[src/rtl/wiper_pkg.sv]
package wiper_pkg;

    localparam int WIPER_W = 8;
    localparam int ADDR_W  = 2;
    localparam int CNT_W   = $clog2(WIPER_W);

    typedef enum logic [1:0] {
        ST_IDLE,
        ST_ADDR,
        ST_DATA,
        ST_GAP
    } fr_state_e;

    typedef struct packed {
        logic [ADDR_W-1:0]  addr;
        logic [WIPER_W-1:0] data;
    } frame_t;

    function automatic logic addr_hit(input logic [ADDR_W-1:0] a,
                                      input logic [ADDR_W-1:0] self);
        return a == self;
    endfunction

    function automatic logic [WIPER_W-1:0] shift_in_data(input logic [WIPER_W-1:0] v,
                                                         input logic b);
        return {b, v[WIPER_W-1:1]};
    endfunction

    function automatic logic [ADDR_W-1:0] shift_in_addr(input logic [ADDR_W-1:0] v,
                                                        input logic b);
        return {b, v[ADDR_W-1:1]};
    endfunction

endpackage

[src/rtl/wiper_sync.sv]
module wiper_sync #(
    parameter int W      = 1,
    parameter int STAGES = 2
) (
    input  logic         clk,
    input  logic         rst,
    input  logic [W-1:0] d,
    output logic [W-1:0] q
);
    logic [W-1:0] stg [STAGES];

    always_ff @(posedge clk) begin
        if (rst) begin
            for (int s = 0; s < STAGES; s++) stg[s] <= '0;
        end else begin
            stg[0] <= d;
            for (int s = 1; s < STAGES; s++) stg[s] <= stg[s-1];
        end
    end

    assign q = stg[STAGES-1];
endmodule

[src/rtl/wiper_cs_filter.sv]
module wiper_cs_filter #(
    parameter int FILT = 4
) (
    input  logic clk,
    input  logic rst,
    input  logic cs_in,
    output logic active
);
    localparam int CW = $clog2(FILT + 1);

    logic [CW-1:0] low_cnt;

    always_ff @(posedge clk) begin
        if (rst) begin
            active  <= 1'b0;
            low_cnt <= '0;
        end else if (cs_in) begin
            active  <= 1'b1;
            low_cnt <= '0;
        end else if (active) begin
            if (low_cnt == CW'(FILT - 1)) begin
                active  <= 1'b0;
                low_cnt <= '0;
            end else begin
                low_cnt <= low_cnt + 1'b1;
            end
        end
    end

    AST_CS_RISE_FAST: assert property (@(posedge clk) disable iff (rst)
        cs_in |=> active);

    AST_CS_DROP_NEEDS_LOW: assert property (@(posedge clk) disable iff (rst)
        $fell(active) |-> !$past(cs_in));
endmodule

[src/rtl/wiper_frame_fsm.sv]
module wiper_frame_fsm
    import wiper_pkg::*;
#(
    parameter logic [ADDR_W-1:0] SELF_ADDR = 2'b01,
    parameter int                GAP_CLKS  = 2
) (
    input  logic               clk,
    input  logic               rst,
    input  logic               active,
    input  logic               ser_rise,
    input  logic               ser_di,
    input  logic               prog,
    input  logic [WIPER_W-1:0] cur_code,
    output logic               commit_vld,
    output logic [WIPER_W-1:0] commit_data,
    output logic               wr_req,
    output logic               do_bit
);
    localparam int GW = $clog2(GAP_CLKS + 1);

    fr_state_e          state;
    logic [CNT_W-1:0]   bit_cnt;
    logic [GW-1:0]      gap_cnt;
    frame_t             rx;
    logic [WIPER_W-1:0] out_sr;

    always_ff @(posedge clk) begin
        if (rst || !active) begin
            state      <= ST_IDLE;
            bit_cnt    <= '0;
            gap_cnt    <= '0;
            rx         <= '0;
            out_sr     <= '0;
            commit_vld <= 1'b0;
            wr_req     <= 1'b0;
        end else begin
            commit_vld <= 1'b0;
            wr_req     <= 1'b0;
            if (ser_rise) begin
                unique case (state)
                    ST_IDLE: begin
                        if (ser_di) begin
                            state   <= ST_ADDR;
                            bit_cnt <= '0;
                        end
                    end
                    ST_ADDR: begin
                        rx.addr <= shift_in_addr(rx.addr, ser_di);
                        if (bit_cnt == CNT_W'(ADDR_W - 1)) begin
                            state   <= ST_DATA;
                            bit_cnt <= '0;
                            out_sr  <= cur_code;
                        end else begin
                            bit_cnt <= bit_cnt + 1'b1;
                        end
                    end
                    ST_DATA: begin
                        rx.data <= shift_in_data(rx.data, ser_di);
                        if (bit_cnt == CNT_W'(WIPER_W - 1)) begin
                            state   <= ST_GAP;
                            bit_cnt <= '0;
                            gap_cnt <= '0;
                            out_sr  <= '0;
                        end else begin
                            bit_cnt <= bit_cnt + 1'b1;
                            out_sr  <= out_sr >> 1;
                        end
                    end
                    ST_GAP: begin
                        if (gap_cnt == '0) begin
                            commit_vld <= addr_hit(rx.addr, SELF_ADDR);
                            wr_req     <= addr_hit(rx.addr, SELF_ADDR) && prog;
                        end
                        if (gap_cnt == GW'(GAP_CLKS - 1)) begin
                            state <= ST_IDLE;
                        end else begin
                            gap_cnt <= gap_cnt + 1'b1;
                        end
                    end
                    default: state <= ST_IDLE;
                endcase
            end
        end
    end

    assign commit_data = rx.data;
    assign do_bit      = out_sr[0];

    AST_COMMIT_IN_GAP: assert property (@(posedge clk) disable iff (rst)
        commit_vld |-> (state == ST_GAP || state == ST_IDLE));

    AST_REQ_NEEDS_COMMIT: assert property (@(posedge clk) disable iff (rst)
        wr_req |-> commit_vld);

    AST_REQ_PULSE: assert property (@(posedge clk) disable iff (rst)
        wr_req |=> !wr_req);

    AST_GAP_NO_START: assert property (@(posedge clk) disable iff (rst)
        (state == ST_GAP && ser_rise && active) |=> state != ST_ADDR);

    AST_DO_QUIET_IDLE: assert property (@(posedge clk) disable iff (rst)
        (state == ST_IDLE) |-> !do_bit);
endmodule

[src/rtl/wiper_serial_if.sv]
module wiper_serial_if
    import wiper_pkg::*;
#(
    parameter int                SYNC_STAGES = 2,
    parameter int                CS_FILT     = 4,
    parameter int                GAP_CLKS    = 2,
    parameter logic [ADDR_W-1:0] SELF_ADDR   = 2'b01
) (
    input  logic               clk,
    input  logic               rst,
    input  logic               ser_clk,
    input  logic               ser_cs,
    input  logic               ser_di,
    input  logic               ser_prog,
    input  logic [WIPER_W-1:0] nv_value,
    output logic               sdo,
    output logic               sdo_oe,
    output logic [WIPER_W-1:0] wiper_code,
    output logic               nv_wr_req,
    output logic [WIPER_W-1:0] nv_wr_data
);
    logic [3:0]         pins_s;
    logic               sclk_s, cs_s, di_s, prog_s;
    logic               sclk_q, sclk_rise;
    logic               cs_act;
    logic               commit_vld, do_bit;
    logic [WIPER_W-1:0] commit_data;
    logic [WIPER_W-1:0] wiper_q;

    wiper_sync #(.W(4), .STAGES(SYNC_STAGES)) i_sync (
        .clk (clk),
        .rst (rst),
        .d   ({ser_prog, ser_di, ser_cs, ser_clk}),
        .q   (pins_s)
    );

    assign {prog_s, di_s, cs_s, sclk_s} = pins_s;

    always_ff @(posedge clk) begin
        if (rst) sclk_q <= 1'b0;
        else     sclk_q <= sclk_s;
    end

    assign sclk_rise = sclk_s & ~sclk_q;

    wiper_cs_filter #(.FILT(CS_FILT)) i_cs_filter (
        .clk    (clk),
        .rst    (rst),
        .cs_in  (cs_s),
        .active (cs_act)
    );

    wiper_frame_fsm #(.SELF_ADDR(SELF_ADDR), .GAP_CLKS(GAP_CLKS)) i_frame (
        .clk         (clk),
        .rst         (rst),
        .active      (cs_act),
        .ser_rise    (sclk_rise),
        .ser_di      (di_s),
        .prog        (prog_s),
        .cur_code    (wiper_q),
        .commit_vld  (commit_vld),
        .commit_data (commit_data),
        .wr_req      (nv_wr_req),
        .do_bit      (do_bit)
    );

    always_ff @(posedge clk) begin
        if (rst || !cs_act) wiper_q <= nv_value;
        else if (commit_vld) wiper_q <= commit_data;
    end

    assign wiper_code = wiper_q;
    assign nv_wr_data = commit_data;
    assign sdo_oe     = cs_act;
    assign sdo        = cs_act & do_bit;

    AST_CODE_HOLDS: assert property (@(posedge clk) disable iff (rst)
        (cs_act && !commit_vld) |=> $stable(wiper_q));

    AST_OE_OFF_QUIET: assert property (@(posedge clk) disable iff (rst)
        !sdo_oe |-> !sdo);
endmodule

[config.mk]
export PLATFORM = sky130hd
export DESIGN_NAME = wiper_serial_if
export DESIGN_NICKNAME = d
export VERILOG_FILES = /design/src/rtl/wiper_pkg.sv /design/src/rtl/wiper_sync.sv /design/src/rtl/wiper_cs_filter.sv /design/src/rtl/wiper_frame_fsm.sv /design/src/rtl/wiper_serial_if.sv
export SDC_FILE = /design/constraint.sdc
export NUM_CORES = 1
export LEC_CHECK = 0
export BUFFER_PORTS_ARGS = -buffer_cell sky130_fd_sc_hd__buf_4
export CAP_MARGIN = 20
export CORE_MARGIN = 4
export CORE_UTILIZATION = 55
export CTS_BUF_LIST = sky130_fd_sc_hd__clkbuf_4 sky130_fd_sc_hd__clkbuf_8 sky130_fd_sc_hd__clkbuf_16
export DETAILED_ROUTE_END_ITERATION = 10
export PLACE_DENSITY_LB_ADDON = 0.25
export SKIP_LAST_GASP = 1
export SYNTH_ARGS = -nofsm -noshare
export SYNTH_HDL_FRONTEND = slang
export SYNTH_SLANG_ARGS = --single-unit
[constraint.sdc]
create_clock -name clk -period 3.9 [get_ports clk]
set_input_delay 0.195 -clock clk [delete_from_list [all_inputs] [get_ports clk]]
set_output_delay 0.195 -clock clk [all_outputs]
set_load 0.02 [all_outputs]
==> impl_metrics.toml <==
[cts]
worstSkewPairLatency_ps = 300
post_cts_buffers = 0
cts.clk_slew.worst_paths_ps = 90
ctsResizeCount = 0
cts_tree = "done"
cts.sinks = 48
clockRootBuffer = "clkbuf_8"
holdBufCountCts = 0
clk_path_buf_depth = 2
cts-htree-levels = 2
cts_buffers = 5

[sta]
period_share_pct = 60.26
fin_worst_skew_ps = 6.951
timing.final.hold_violations = 0
slew_violations = 0
final.setup.tns_ps = 0
tightest_slew_ps = 996.2
min_period_ps = 2350
fmax_mhz = 425.5
rsz0062_at_grt = "no"
slew_headroom_pct = 33.59
finalSetupViolations = 0

[critical_path]
crit_required_ps = 4100
end_kind = "flop"
crit_slowest_cell = "a21oi_1"
worstPathMaxFanout = 29
start_kind = "flop"
crit_chain = "inv_1 > ha_1 > buf_4 > nand2b_1 > a21oi_1 > o221ai_1 > o211a_1"
critical_path_class = "reg2reg"
cp.arrival_ps = 2550
critPathMaxStageDelay_ps = 790

[grt]
globalRouteTotalUtil_pct = 16.88
grt_max_degree = 30
gr-total-overflow = 0
grt_pass1_vias = 1472
antenna_found_initial = 0
grt_pass1_wl_mm = 6.720

[detailed_routing]
wl_mm = 4.028
wl_per_cell_um = 13.25
drc = 0
vias_per_cell = 5.270
ant_nets = 0
drtIter0Drc = 89
firstDrtPassIters = 4
vias = 1602

[floorplanning]
rows = 22
initial_core_util_pct = 58.01
core_area_mm2 = 0.003716
die_h_um = 70.61
io_pins = 33
die_w_um = 70.61
die_area_mm2 = 0.004985

[placement]
place_inst = 296
dpl-instance-area_mm2 = 0.002364
post-dp-hpwl_mm = 2.783
portBuffers = 32
gp_congestion = 0.8538

[final_layout]
fill_cells = 321
layoutNonFillerInstCount = 304
syn2layout_area_growth_pct = 16.54
antennaDiodeCount = 0
layout.nets = 280
design_area_mm2 = 0.002512
drive_gt1_share_pct = 17.58

[logic_synthesis]
ys_seq_elements = 48
synth_top_area_share_pct = 37.14
synth_most_common_cell = "nand2_1"
synth_xor_area_share_pct = 0
synth_cell_types = 31
synth-seq-area-share_pct = 48.29
synthTopCellsByCount = "nand2_1, dfxtp_1, nor2b_1, a21oi_1, inv_1"
yosys_warnings = 0
synth_edf_count = 8
synth_top_family_by_area = "simple AND/OR/NAND/NOR gates"
async_flop_share_pct = 0
syn_nets = 259
syn_inst = 234
synth_fa_ha_area_share_pct = 6.384
synth_compound_area_share_pct = 13.06
ys.flop_type = "dfxtp_1"
synth_top_area_cell = "dfxtp_1"
postSynthAreaPerCell_um2 = 9.213
synthMuxAreaShare_pct = 2.844
ys_top_cells_by_area = "dfxtp_1, edfxtp_1, nand2_1, ha_1, nor2b_1"
synthesis.area_mm2 = 0.002156
synthSimpleGateAreaFrac_pct = 22.34

[job]
cap_violations = 0

[outcome]
status = "complete, no violations"

[min_path]
hp-class = "in2reg"

[power]
irDropWorstVdd_uv = 312.0
leakage_nw = 1.151
p_per_area_mw_per_mm2 = 402.6
## report_power, final
group	leakage, nW	switching [W]	internal [W]	total, W
clock	0.0747	0.000163	0.000269	0.000432
sequential	0.409	0.00000737	0.000516	0.000523
combinational	0.667	0.0000304	0.0000258	0.0000562
## cell families after synthesis
group,count (synthesis)
AND/OR/NAND/NOR,100
flip-flops,48
AO/OA/AOI/OAI,37
buffers and inverters,32
adder cells (fa/ha/maj),11
multiplexers,6
## final timing paths
path | start | to | slack (ps) | cells after the start
hold reg to reg | i_sync.stg[0][7] | i_frame.wr_req | 430 | 1
setup reg to reg | i_frame.state[0] | i_frame.out_sr[6] | 1550 | 7
hold / removal | ser_di | i_sync.stg[0][2] | 100 | 2
setup / recovery | i_frame.state[0] | i_frame.out_sr[6] | 1550 | 7
## critical path: cells and delay by family, from the launching register on
kind	cells	cell delay [ps]
buf+inv	2	370
simple gates	1	90
flops	1	350
compound gates	3	1280
fa+ha+maj	1	150
## per-stage QoR
stage	power [W]	hold WS, ps	utilization [%]	setup slack, ps
floorplan	0.0005636	266.6	-	2020
global placement	0.0005906	405.4	63.60	1683
detailed placement	0.0005911	413.0	63.60	1564
CTS	0.001019	99.06	67.61	1513
global route	0.001046	95.23	67.61	1341
finish	0.001012	105.0	67.61	1550
## sequential cells by signal, indices dropped and copies added (netlist names)
register             cells
sclk_q                   1
i_frame.out_sr           8
i_cs_filter.active       1
i_frame.state            2
i_frame.wr_req           1
wiper_code               8
i_frame.commit_data      8
i_frame.rx               2
i_sync.stg               8
i_cs_filter.low_cnt      3
i_frame.bit_cnt          3
i_frame.gap_cnt          2
i_frame.commit_vld       1
## placed cells by master (no fill, tap or decap), drive strengths merged
cell type	synthesis	routed
nand2	48	48
dfxtp	40	40
buf	11	34
nor2b	17	17
a21oi	13	13
inv	12	12
ha	11	11
nor2	9	9
nand3	9	9
o211a	8	8
edfxtp	8	8
o221ai	7	7
nand2b	7	7
clkbuf	9	7
mux2i	5	5
and2	3	3
nor3	3	3
o211ai	2	2
o32ai	2	2
or4	2	2
a2111oi	1	1
o31ai	1	1
a31oi	1	1
mux2	1	1
nand3b	1	1
o2111ai	1	1
o21ai	1	1
nand4b	1	1
bufinv	0	1
## metal layers
layer | GRT usage [%] | share of wire [%]
met5 | 0 | 0
met4 | 5.637 | 1.4
met3 | 4.688 | 4.8
met2 | 26.72 | 47
met1 | 22.43 | 46
## cell type report
| cell class | instances | area, um2 | area share, % |
|---|---|---|---|
| Tap cell | 48 | 60.06 | 2.390 |
| Clock buffer | 7 | 118.9 | 4.731 |
| Clock inverter | 1 | 30.03 | 1.195 |
| Inverter | 12 | 45.04 | 1.793 |
| Sequential cell | 48 | 1041 | 41.43 |
| Multi-Input combinational cell | 154 | 962.2 | 38.30 |
| Timing Repair Buffer | 34 | 255.2 | 10.16 |
No activity file was read; power rests on OpenSTA's default activity.
